## src/rtl/pwmq_pkg.sv

```systemverilog
`timescale 1ns/1ps
package pwmq_pkg;
  localparam int DATA_W   = 32;
  localparam int ADDR_W   = 12;
  localparam int CNT_W    = 16;
  localparam int PRES_W   = 4;
  localparam int PRES_MAX = 10;
  localparam int DIV_W    = PRES_MAX;
  localparam int OFF_W    = 5;

  localparam logic [ADDR_W-1:0] ADR_CH_ENA  = 12'h004;
  localparam logic [ADDR_W-1:0] ADR_CH_DIS  = 12'h008;
  localparam logic [ADDR_W-1:0] ADR_STATUS  = 12'h00C;
  localparam logic [ADDR_W-1:0] ADR_EVENT   = 12'h01C;
  localparam logic [ADDR_W-1:0] BANK_BASE   = 12'h200;
  localparam int                BANK_STRIDE = 1 << OFF_W;

  localparam logic [OFF_W-1:0] OFF_MODE     = 5'h00;
  localparam logic [OFF_W-1:0] OFF_DUTY     = 5'h04;
  localparam logic [OFF_W-1:0] OFF_DUTY_NXT = 5'h08;
  localparam logic [OFF_W-1:0] OFF_PER      = 5'h0C;
  localparam logic [OFF_W-1:0] OFF_PER_NXT  = 5'h10;

  localparam int MODE_POL_BIT = 9;
  localparam int MODE_SEL_BIT = 10;

  // Saturate a prescaler request at the largest legal value.
  function automatic logic [PRES_W-1:0] pwmq_clamp_pres(input logic [PRES_W-1:0] p);
    return (p > PRES_W'(PRES_MAX)) ? PRES_W'(PRES_MAX) : p;
  endfunction

  // Divider terminal count: 2^p - 1.
  function automatic logic [DIV_W-1:0] pwmq_div_limit(input logic [PRES_W-1:0] p);
    logic [DIV_W:0] w;
    w = ((DIV_W+1)'(1) << p) - (DIV_W+1)'(1);
    return w[DIV_W-1:0];
  endfunction

  // True on the last count of a period (period 0 behaves as 1).
  function automatic logic pwmq_is_last(input logic [CNT_W-1:0] cnt,
                                        input logic [CNT_W-1:0] per);
    return ({1'b0, cnt} + (CNT_W+1)'(1)) >= {1'b0, per};
  endfunction

  // Active phase once the inactive (duty) counts have elapsed.
  function automatic logic pwmq_is_active(input logic [CNT_W-1:0] cnt,
                                          input logic [CNT_W-1:0] duty);
    return cnt >= duty;
  endfunction
endpackage

```

## src/rtl/pwmq_tick.sv

```systemverilog
`timescale 1ns/1ps
module pwmq_tick
  import pwmq_pkg::*;
#(
  parameter int P_W = PRES_W,
  parameter int D_W = DIV_W
) (
  input  logic           clk,
  input  logic           rst_n,
  input  logic           active_i,
  input  logic [P_W-1:0] pres_i,
  output logic           tick_o
);
  logic [D_W-1:0] div_q;
  logic [D_W-1:0] lim;

  assign lim    = pwmq_div_limit(pres_i);
  assign tick_o = active_i && (div_q >= lim);

  always_ff @(posedge clk or negedge rst_n) begin
    if (!rst_n)                 div_q <= '0;
    else if (!active_i || tick_o) div_q <= '0;
    else                        div_q <= div_q + D_W'(1);
  end

  // after a tick the divider restarts, so a tick can only follow if the limit is zero
  a_r3_tick_gap: assert property (@(posedge clk) disable iff (!rst_n)
    tick_o |=> (!tick_o || lim == '0));
endmodule

```

## src/rtl/pwmq_chan.sv

```systemverilog
`timescale 1ns/1ps
module pwmq_chan
  import pwmq_pkg::*;
#(
  parameter int C_W = CNT_W,
  parameter int P_W = PRES_W,
  parameter int D_W = DATA_W
) (
  input  logic             clk,
  input  logic             rst_n,
  input  logic             wr_i,
  input  logic [OFF_W-1:0] off_i,
  input  logic [C_W-1:0]   wdata_i,
  input  logic             en_i,
  input  logic             dis_i,
  output logic [D_W-1:0]   rdata_o,
  output logic             run_o,
  output logic             start_o,
  output logic             pwm_o
);
  logic [P_W-1:0] pres_q;
  logic           pol_q, sel_q;
  logic [C_W-1:0] duty_q, per_q, duty_nxt_q, per_nxt_q;
  logic           duty_pend_q, per_pend_q;
  logic           run_q, start_q, stop_q;
  logic           run_d, start_d, stop_d;
  logic [C_W-1:0] cnt_q, cnt_d;
  logic           tick, last, bnd;

  pwmq_tick #(.P_W(P_W), .D_W(DIV_W)) u_tick (
    .clk(clk), .rst_n(rst_n), .active_i(start_q | run_q),
    .pres_i(pres_q), .tick_o(tick)
  );

  assign last    = pwmq_is_last(cnt_q, per_q);
  assign bnd     = tick && run_q && last;
  assign start_o = tick && (start_q || (run_q && last && !stop_q));
  assign run_o   = run_q;
  assign pwm_o   = pol_q ^ (run_q && pwmq_is_active(cnt_q, duty_q));

  always_comb begin
    run_d = run_q; start_d = start_q; stop_d = stop_q; cnt_d = cnt_q;
    if (tick) begin
      if (start_q) begin
        run_d = 1'b1; start_d = 1'b0; cnt_d = '0;
      end else if (run_q) begin
        if (last) begin
          cnt_d = '0;
          if (stop_q) begin run_d = 1'b0; stop_d = 1'b0; end
        end else begin
          cnt_d = cnt_q + C_W'(1);
        end
      end
    end
    if (en_i) begin
      stop_d = 1'b0;
      if (!run_d) start_d = 1'b1;
    end
    if (dis_i) begin
      start_d = 1'b0;
      if (run_d) stop_d = 1'b1;
    end
  end

  always_ff @(posedge clk or negedge rst_n) begin
    if (!rst_n) begin
      run_q <= 1'b0; start_q <= 1'b0; stop_q <= 1'b0; cnt_q <= '0;
    end else begin
      run_q <= run_d; start_q <= start_d; stop_q <= stop_d; cnt_q <= cnt_d;
    end
  end

  always_ff @(posedge clk or negedge rst_n) begin
    if (!rst_n) begin
      pres_q <= '0; pol_q <= 1'b0; sel_q <= 1'b0;
      duty_q <= '0; per_q <= '0; duty_nxt_q <= '0; per_nxt_q <= '0;
      duty_pend_q <= 1'b0; per_pend_q <= 1'b0;
    end else begin
      if (bnd && duty_pend_q) begin duty_q <= duty_nxt_q; duty_pend_q <= 1'b0; end
      if (bnd && per_pend_q)  begin per_q  <= per_nxt_q;  per_pend_q  <= 1'b0; end
      if (wr_i) begin
        case (off_i)
          OFF_MODE: begin
            pres_q <= pwmq_clamp_pres(wdata_i[P_W-1:0]);
            pol_q  <= wdata_i[MODE_POL_BIT];
            sel_q  <= wdata_i[MODE_SEL_BIT];
          end
          OFF_DUTY: duty_q <= wdata_i;
          OFF_PER:  per_q  <= wdata_i;
          OFF_DUTY_NXT: begin
            duty_nxt_q <= wdata_i;
            if (run_q) duty_pend_q <= 1'b1;
            else       duty_q      <= wdata_i;
          end
          OFF_PER_NXT: begin
            per_nxt_q <= wdata_i;
            if (run_q) per_pend_q <= 1'b1;
            else       per_q      <= wdata_i;
          end
          default: ;
        endcase
      end
    end
  end

  always_comb begin
    rdata_o = '0;
    case (off_i)
      OFF_MODE: begin
        rdata_o[P_W-1:0]      = pres_q;
        rdata_o[MODE_POL_BIT] = pol_q;
        rdata_o[MODE_SEL_BIT] = sel_q;
      end
      OFF_DUTY:     rdata_o[C_W-1:0] = duty_q;
      OFF_DUTY_NXT: rdata_o[C_W-1:0] = duty_nxt_q;
      OFF_PER:      rdata_o[C_W-1:0] = per_q;
      OFF_PER_NXT:  rdata_o[C_W-1:0] = per_nxt_q;
      default: ;
    endcase
  end

  // a channel stops only on a tick that ends a period
  a_r9_stop_at_boundary: assert property (@(posedge clk) disable iff (!rst_n)
    $fell(run_q) |-> $past(bnd));
  // an idle channel holds its counter at zero
  a_r6_idle_count_zero: assert property (@(posedge clk) disable iff (!rst_n)
    !run_q |-> (cnt_q == '0));
  // working duty of a running channel moves only at a boundary or on a direct write
  a_r7_duty_held: assert property (@(posedge clk) disable iff (!rst_n)
    (run_q && !bnd && !(wr_i && off_i == OFF_DUTY)) |=> $stable(duty_q));
  // stored prescaler never exceeds the legal maximum
  a_r3_pres_legal: assert property (@(posedge clk) disable iff (!rst_n)
    pres_q <= P_W'(PRES_MAX));
endmodule

```

## src/rtl/pwmq_top.sv

```systemverilog
`timescale 1ns/1ps
module pwmq_top
  import pwmq_pkg::*;
#(
  parameter int NCH = 4
) (
  input  logic              clk,
  input  logic              rst_n,
  input  logic              bus_sel,
  input  logic              bus_wr,
  input  logic              bus_rd,
  input  logic [ADDR_W-1:0] bus_addr,
  input  logic [DATA_W-1:0] bus_wdata,
  output logic [DATA_W-1:0] bus_rdata,
  output logic [NCH-1:0]    pwm_out
);
  localparam int IDX_W = $clog2(NCH);
  localparam logic [ADDR_W-1:0] BANK_SPAN = ADDR_W'(NCH * BANK_STRIDE);

  logic [ADDR_W-1:0] bank_rel;
  logic              bank_hit;
  logic [IDX_W-1:0]  bank_idx;
  logic              wr_any, ena_wr, dis_wr, evt_rd;
  logic [NCH-1:0]    run_v, start_v, isr_q;
  logic [DATA_W-1:0] ch_rdata [NCH];
  logic              unused_wdata_hi;

  assign bank_rel = bus_addr - BANK_BASE;
  assign bank_hit = (bus_addr >= BANK_BASE) && (bank_rel < BANK_SPAN);
  assign bank_idx = bank_rel[OFF_W +: IDX_W];
  assign wr_any   = bus_sel && bus_wr;
  assign ena_wr   = wr_any && (bus_addr == ADR_CH_ENA);
  assign dis_wr   = wr_any && (bus_addr == ADR_CH_DIS);
  assign evt_rd   = bus_sel && bus_rd && (bus_addr == ADR_EVENT);
  assign unused_wdata_hi = ^bus_wdata[DATA_W-1:CNT_W];

  for (genvar g = 0; g < NCH; g++) begin : g_ch
    pwmq_chan u_chan (
      .clk(clk), .rst_n(rst_n),
      .wr_i(wr_any && bank_hit && (bank_idx == IDX_W'(g))),
      .off_i(bank_rel[OFF_W-1:0]),
      .wdata_i(bus_wdata[CNT_W-1:0]),
      .en_i(ena_wr && bus_wdata[g]),
      .dis_i(dis_wr && bus_wdata[g]),
      .rdata_o(ch_rdata[g]),
      .run_o(run_v[g]),
      .start_o(start_v[g]),
      .pwm_o(pwm_out[g])
    );
  end

  always_ff @(posedge clk or negedge rst_n) begin
    if (!rst_n) isr_q <= '0;
    else        isr_q <= (evt_rd ? '0 : isr_q) | start_v;
  end

  always_comb begin
    bus_rdata = '0;
    if (bus_sel) begin
      if (bus_addr == ADR_STATUS)     bus_rdata[NCH-1:0] = run_v;
      else if (bus_addr == ADR_EVENT) bus_rdata[NCH-1:0] = isr_q;
      else if (bank_hit)              bus_rdata = ch_rdata[bank_idx];
    end
  end

  // a period start is never lost, even when it meets a clearing read
  a_r8_event_kept: assert property (@(posedge clk) disable iff (!rst_n)
    (start_v != '0) |=> ((isr_q & $past(start_v)) == $past(start_v)));
  // a clearing read with no new period start empties the register
  a_r8_event_cleared: assert property (@(posedge clk) disable iff (!rst_n)
    (evt_rd && start_v == '0) |=> (isr_q == '0));
endmodule

```

## config.mk

```make
export PLATFORM = sky130hd
export DESIGN_NAME = pwmq_top
export DESIGN_NICKNAME = d
export VERILOG_FILES = /design/src/rtl/pwmq_pkg.sv /design/src/rtl/pwmq_tick.sv /design/src/rtl/pwmq_chan.sv /design/src/rtl/pwmq_top.sv
export SDC_FILE = /design/constraint.sdc
export NUM_CORES = 1
export LEC_CHECK = 0
export ABC_AREA = 1
export CAP_MARGIN = 20
export CORE_ASPECT_RATIO = 0.8
export CORE_MARGIN = 4
export CORE_UTILIZATION = 35
export DETAILED_ROUTE_END_ITERATION = 12
export SLEW_MARGIN = 20
export SYNTH_ARGS = -nofsm -noshare
export SYNTH_HDL_FRONTEND = slang
export SYNTH_HIERARCHICAL = 1
export SYNTH_SLANG_ARGS = --single-unit
```

## constraint.sdc

```tcl
create_clock -name clk -period 6.3 [get_ports clk]
set_input_delay 1.26 -clock clk [delete_from_list [all_inputs] [get_ports clk]]
set_output_delay 1.26 -clock clk [all_outputs]
set_load 0.03 [all_outputs]
```

## Word level (Yosys, flattened, before mapping)

Cells that the tools add are included.

- Multiplexer cells: 171
- Shift-type cells: 4
- Reduce and logical (&&, ||, !) cells: 93
- Add/sub/neg operators: 17
- Order comparisons: 16
- Equality and inequality tests: 11
- Bitwise logic cells: 10

Operators with widths:

| operator | number |
|---|---|
| two-way mux 16 bit | 36 |
| case mux 16 bit (2 select lines) | 8 |
| case mux 5 bit (4 select lines) | 8 |
| two-way mux 32 bit | 4 |
| two-way mux 1 bit | 96 |
| case mux 4 bit (5 select lines) | 4 |
| adder 16 x 1 -> 17 bit (second input constant) | 4 |
| >= comparator 17 x 16 -> 1 bit | 4 |
| adder 16 x 1 -> 16 bit (second input constant) | 4 |
| binary-select mux 32 bit (select 2 bit) | 1 |
| >= comparator 16 bit | 4 |
| two-way mux 28 bit | 2 |
| logical AND 1 bit | 55 |
| adder 10 x 1 -> 10 bit (second input constant) | 4 |
| >= comparator 10 bit | 4 |
| two-way mux 10 bit | 4 |
| case mux 2 bit (5 select lines) | 4 |
| << shifter 1 x 4 -> 10 bit (first input constant) | 4 |
| subtractor 10 x 2 -> 10 bit (second input constant) | 4 |
| AND reduction 2 bit | 16 |
| equality test 12 x 4 -> 1 bit (second input constant) | 2 |
| two-way mux 4 bit | 4 |
| equality test 12 x 3 -> 1 bit (second input constant) | 1 |
| equality test 12 x 5 -> 1 bit (second input constant) | 1 |
| 19 further kinds | 44 |

- Output and inout bits: 36
- Register bits: 408

## Longest topological paths before layout

Gate-level depths: netlist of run 1.

- Depth in word-level cells: 11
- Depth in mapped cells: 22
- Mapped depth without buffers: 21

## By module

Netlist of run 1, hierarchy kept.

By module, submodules not included:

| module | area an instance (µm²) | cells an instance | times used | sequential area each (µm²) |
|---|---|---|---|---|
| pwmq_chan | 6,092.1 | 830 | 4 | 2,277.2 |
| pwmq_tick (g_ch[0].u_chan.u_tick ...) | 872.1 | 119 | 3 | 250.2 |
| pwmq_top | 1,503.9 | 307 | 1 | 100.1 |
| pwmq_tick (g_ch[3].u_chan.u_tick) | 913.4 | 119 | 1 | 250.2 |

## Worst setup path before layout of run 1

OpenSTA, ideal clock, no wires.

- Path kind: input port to output port
- Start point: input bus_addr[1]
- End point: output bus_rdata[11]
- Stages: 10
- Required time: 5.040 ns
- Setup slack: 2.213 ns
- Arrival: 2.827 ns
- Path through: nor2_2 -> nand4_1 -> clkbuf_1 -> o22ai_1 -> a21oi_1 -> o21ai_0 -> inv_1 -> nor2_1 -> a21oi_1 -> a31oi_1

RTL lines:

| what | RTL line | RTL |
|---|---|---|
| start, declared | pwmq_top.sv:12 | `input logic [ADDR_W-1:0] bus_addr,` |
| end, declared | pwmq_top.sv:14 | `output logic [DATA_W-1:0] bus_rdata,` |

==> impl_results.md, run 1 <==
- Status: complete, no violations
- CTS Hold Buffers Added: 0
- Tot GR Track Use: 21.8%
- Min Clock Period, post-route: 5.87 ns
- Yosys warnings: 6
- Vias: 27.9k
- Post-route DRC: 0
- Port Buf Inserts: 52
- Yosys cell types: 46
- Die area: 88700 um2
- Worst setup path class: in2out
- Core box area: 82800 um2
- Final core utilization: 39.5%
- Peak supply drop: 0.000178 V
- Post-synth ARST share: 100%
- Mean Syn Cell Area: 7.17 um2
- Largest net degree at the start of global routing: 142
- Area Growth Syn to Fin: 11.3%
- Post-CTS Setup Inserts: 0
- Leading post-synthesis cells by cell area: dfrtp_1, nand2_1, inv_1
- Die width: 332 um
- DP Cell Count: 5171
- # rows: 94
- Final wirelength: 100000 um
- Layout cells sized above 1: 7.05%
- Finished Layout Cells: 5264
- Unrepaired setup endpoints after global routing: no
- Routability congestion estimate: 0.919
- TritonCTS buffer count: 49
- Leakage power: 16.8 nW
- Final hold violations: 0
- WL/cell: 19.0 um
- Req. time, crit path: 5.04 ns
- Top-count cell post-synth: nand2_1
- Crit path capture type: primary output
- Hold crit path type: reg2reg
- Vias/cell: 5.31
- Post-Syn Area: 29400 um2
- Die height: 267 um
- Crit start category: input port
- Clk buf depth: 3
- Fin nets: 4348
- Post-route antenna net violation count: 0
- Slew headroom: 25.5%
- Slew @ Worst Pin: 1.12 ns
- Crit path largest cell delay: 0.81 ns
- CTS clk-pin slew, worst paths: 0.06 ns
- Global route overflow: 0
- Final setup TNS: 0 ns
- Cells after Synth: 4103
- Post-synth top area share: 34.7%
- Post-detail-place hpwl: 69700 um
- Initial Util: 35.5%
- Sequential area share after synthesis: 34.7%
- Pre-antenna DRT Iters: 7
- First-pass GRT wire length: 154000 um
- Top cells by count, synth: nand2_1, inv_1, dfrtp_1
- CTS tree: done
- CP arrival: 4.61 ns
- Vias in the first global route: 25.4k
- Main flop type after synthesis: dfrtp_1
- Setup ws final: 0.430 ns
- DR iter-0 viols: 3204
- Crit path max-delay cell type: clkdlybuf4s50_1
- EDFF count, synth: 0
- Top Ports: 85
- Max FO, Critical Path: 15
- Final Max Slew Viols: 0
- Setup violators final: 0
- CP cell instances: clkdlybuf4s50_1, inv_1, nand3_1, nor2_1, a21oi_1, o21ai_0, a21oi_1, a31oi_1, clkdlybuf4s50_1
- Peak Freq: 170 MHz
- CTS H-tree lvls: 2
- Fillers: 8580
- CTS root buf: clkbuf_16
- CTS sink cnt: 408
- Synth area leader: dfrtp_1
- Pwr Density: 184 nW/um2
- Initial antenna violation count: 6
- PostCTS Resize Cnt: 0
- Register bit total from synthesis: 408
- Fin Clk Skew: 0.0410 ns
- Clock Latency Late Sink: 0.63 ns
- Fin crit share: 93.2%
- Max-cap violations: 0
- Dpl ws: 0.641 ns
## cell usage in the layout (no fill, tap or decap), types with 10 or more instances in the layout
cell type	netlist	layout
dfrtp_1	408	408
nor2_2	31	37
clkinv_2	0	10
xor2_1	64	64
xnor2_1	13	13
a32oi_1	120	120
conb_1	4	64
o221ai_1	20	20
inv_2	13	13
nand2_1	993	993
o22ai_1	60	60
clkbuf_8	0	10
buf_4	81	83
clkdlybuf4s50_1	0	36
nand2_2	14	14
nand3_1	256	256
nor3_1	25	25
a21oi_1	179	179
nand4_1	176	176
buf_12	0	14
ha_1	181	181
o21ai_0	240	240
nor2_1	270	263
clkbuf_16	0	49
a31oi_1	27	27
inv_1	664	664
o21ai_1	23	23
## worst max-delay path, delay by kind of cell
| kind | cells | cell delay, ns |
|---|---|---|
| simple gates | 2 | 0.65 |
| buf+inv | 3 | 1.72 |
| compound gates | 4 | 0.97 |
## registers in the layout, indices dropped and copies added (netlist names)
signal / flops
g_ch.u_chan/cnt_q: 64
g_ch.u_chan/duty_nxt_q: 64
g_ch.u_chan/duty_q: 64
g_ch.u_chan/per_nxt_q: 64
g_ch.u_chan/per_q: 64
g_ch.u_chan/u_tick/div_q: 40
g_ch.u_chan/pres_q: 16
g_ch.u_chan/duty_pend_q: 4
g_ch.u_chan/per_pend_q: 4
g_ch.u_chan/pol_q: 4
g_ch.u_chan/run_o: 4
g_ch.u_chan/sel_q: 4
g_ch.u_chan/start_q: 4
g_ch.u_chan/stop_q: 4
isr_q: 4
## area by class of cell
cell class,instances,area (um2),area share [%]
Sequential cell,408,10200,31.2
Antenna cell,3,7.51,0.0229
Inverter,685,2570,7.86
Clock inverter,25,297,0.906
Clock buffer,65,1390,4.24
Timing Repair Buffer,134,1280,3.91
Tap cell,1104,1380,4.22
Multi-Input combinational cell,2840,15600,47.6
## routing by layer
layer | share of wire (%) | GRT usage (%)
met5 | 0.027 | 0
met4 | 1.9 | 4.69
met2 | 41 | 31.8
met3 | 10 | 5.34
met1 | 46 | 32.7
## through the flow
| step | cell area, um2 | hold slack (ns) | power [mW] |
|---|---|---|---|
| 2_1_floorplan | 29600 | 0.443 | 2.87 |
| 4_1_cts | 32700 | 0.478 | 6.08 |
| 5_1_grt | 32700 | 0.504 | 6.22 |
| 6_report | 32700 | 0.477 | 6.03 |
| 3_5_place_dp | 31000 | 0.464 | 3.05 |
| 3_3_place_gp | 31000 | 0.460 | 3.05 |
## path summary, 6_finish.rpt
kind,start,endpoint,slack [ns],cells past startpoint
worst max-delay path,bus_addr[2],bus_rdata[13],0.43,9
max in group asynchronous,rst_n,g_ch[1].u_chan/per_nxt_q[5],4.30,2
worst max register to register,g_ch[0].u_chan/cnt_q[0],g_ch[0].u_chan/per_q[7],2.03,19
worst min register to register,isr_q[0],isr_q[0],0.48,2
min in group asynchronous,rst_n,g_ch[2].u_chan/u_tick/div_q[7],0.64,1
worst min-delay path,isr_q[0],isr_q[0],0.48,2
## cells by family after synthesis
logic type | synth area share (%)
AO/OA/AOI/OAI | 14.7
other | 0.0511
XOR/XNOR | 2.29
adder cells (fa/ha/maj) | 7.70
buffers and inverters | 13.1
AND/OR/NAND/NOR | 27.4
flip-flops | 34.7
## power breakdown
| group | switching (mW) | internal (mW) | leakage [nW] |
|---|---|---|---|
| clock network | 1.26 | 1.76 | 0.820 |
| registers | 0.00392 | 2.63 | 4.91 |
| logic | 0.291 | 0.0880 | 11.1 |
| total | 1.56 | 4.48 | 16.8 |
Note: power is estimated with default switching activity, not from simulation.
==> run 2: changes to the inputs <==
- CORE_MARGIN: 4 -> 2
==> impl_results.md, run 2 (same netlist as run 1, synthesis figures left out) <==
- CP most frequent cell: inv_1
- Global route overflow: 0
- Status: complete, no violations
- Tot GR Track Use: 22.7%
- Max FO, Critical Path: 14
- Layout cells sized above 1: 7.05%
- Critical path depth in cells: 8
- Slew @ Worst Pin: 1.22 ns
- Number of cells on the worst reg-to-reg path: 19
- Clk buf depth: 3
- Post-route DRC: 0
- Comb pwr share: 6.1%
- WL/cell: 18.8 um
- Finished Layout Cells: 5269
- DP Area: 31000 um2
- Final wirelength: 98900 um
- WHS: 0.471 ns
- Die area: 86400 um2
- Antenna cells: 0
- Initial Util: 35.2%
- Port Buf Inserts: 52
- CTS clk-pin slew, worst paths: 0.06 ns
- Fin nets: 4346
- CP arrival: 4.47 ns
- Clock Latency Late Sink: 0.64 ns
- DR iter-0 viols: 3223
- Hold path cells: 2
- Most frequent cells in the layout: nand2_1, inv_1, dfrtp_1
- Core box area: 83600 um2
- Vias/cell: 5.29
- Cell family with most CP delay: buffers and inverters
- DP Cell Count: 5181
- Top Ports: 85
- Routability congestion estimate: 0.878
- Seq pwr share: 42.7%
- CTS H-tree lvls: 2
- Post-detail-place hpwl: 68800 um
- Slew headroom: 18.6%
- CTS tree: done
- CP cell instances: clkdlybuf4s50_1, inv_1, nor2_1, inv_1, o221ai_1, a21oi_1, a31oi_1, buf_12
- Fin Clk Skew: 0.0492 ns
- Switching pwr: 1.54 mW
- Clock power share: 51.2%
- Final setup TNS: 0 ns
- Pre-antenna DRT Iters: 6
- Post-route antenna net violation count: 0
- Largest net degree at the start of global routing: 149
- Final hold violations: 0
- Leakage power: 16.9 nW
- CTS root buf: clkbuf_16
- First-pass GRT wire length: 154000 um
- Worst setup path class: in2out
- Design area: 32800 um2
- CTS Hold Buffers Added: 0
- Commonest non-fill, non-tap cell in the layout: nand2_1
- Final Max Slew Viols: 0
- Hold crit path type: reg2reg
- Die height: 263 um
- TritonCTS buffer count: 48
- Post-CTS Setup Inserts: 0
- Crit path largest cell delay: 0.93 ns
- # rows: 95
- Crit start category: input port
- Req. time, crit path: 5.04 ns
- Max-cap violations: 0
- Die width: 328 um
- Crit path max-delay cell type: clkdlybuf4s50_1
- Initial antenna violation count: 5
- CP Buf/Inv Count: 4
- CTS sink cnt: 408
- Sw Share: 25.1%
- Unrepaired setup endpoints after global routing: no
- Pwr Density: 188 nW/um2
- Internal power: 4.62 mW
- Vias in the first global route: 25.7k
- Peak supply drop: 0.000225 V
- Fin crit share: 90.9%
- Min Clock Period, post-route: 5.73 ns
- PostCTS Resize Cnt: 0
- Vias: 27.9k
- Crit path capture type: primary output
- Peak Freq: 175 MHz
- Setup violators final: 0
- Area Growth Syn to Fin: 11.6%
-- run 2: per-layer routing --
| layer | vias up | share of wire [%] | GRT usage (%) |
|---|---|---|---|
| li1 | 13477 | - | - |
| met1 | 12990 | 45 | 33.3 |
| met2 | 1264 | 41 | 32.0 |
| met3 | 153 | 11 | 6.40 |
| met4 | 8 | 2.5 | 6.45 |
| met5 | - | 0.056 | 0 |
-- run 2: tightest hold or removal path, stage by stage, from the launching register on --
cell and delay [ns]:
dfrtp_1 0.34, nand2_1 0.06, nand2_1 0.04
-- run 2: final cells by class --
| cell class | count | area, um2 |
|---|---|---|
| Multi-Input combinational cell | 2840 | 15600 |
| Sequential cell | 408 | 10200 |
| Clock inverter | 24 | 404 |
| Fill cell | 8629 | 50700 |
| Clock buffer | 64 | 1370 |
| Timing Repair Buffer | 133 | 1280 |
| Inverter | 685 | 2570 |
| Tap cell | 1115 | 1400 |
-- run 2: final timing paths --
path | start | to | slack (ns)
setup / recovery | bus_addr[4] | bus_rdata[9] | 0.57
hold / removal | isr_q[1] | isr_q[1] | 0.47
setup reg to reg | g_ch[1].u_chan/cnt_q[1] | g_ch[1].u_chan/per_q[9] | 1.89
hold reg to reg | isr_q[1] | isr_q[1] | 0.47
max in group asynchronous | rst_n | g_ch[2].u_chan/cnt_q[14] | 4.29
min in group asynchronous | rst_n | g_ch[3].u_chan/u_tick/div_q[5] | 0.67
-- run 2: stage by stage --
step	utilization [%]	power (mW)	setup slack, ns
after floorplan	-	2.87	2.21
after global placement	37.1	3.05	0.693
after detailed placement	37.1	3.05	0.648
after CTS	39.3	6.22	0.649
after global routing	39.3	6.37	0.439
final	39.3	6.17	0.572
-- run 2: power groups by stage --
| stage | Clock [mW] | Sequential (mW) | Combinational (mW) |
|---|---|---|---|
| floorplan | 0 | 2.68 | 0.189 |
| global placement | 0 | 2.68 | 0.367 |
| detailed placement | 0 | 2.68 | 0.369 |
| CTS | 3.22 | 2.63 | 0.371 |
| global route | 3.33 | 2.63 | 0.412 |
| finish | 3.16 | 2.63 | 0.377 |
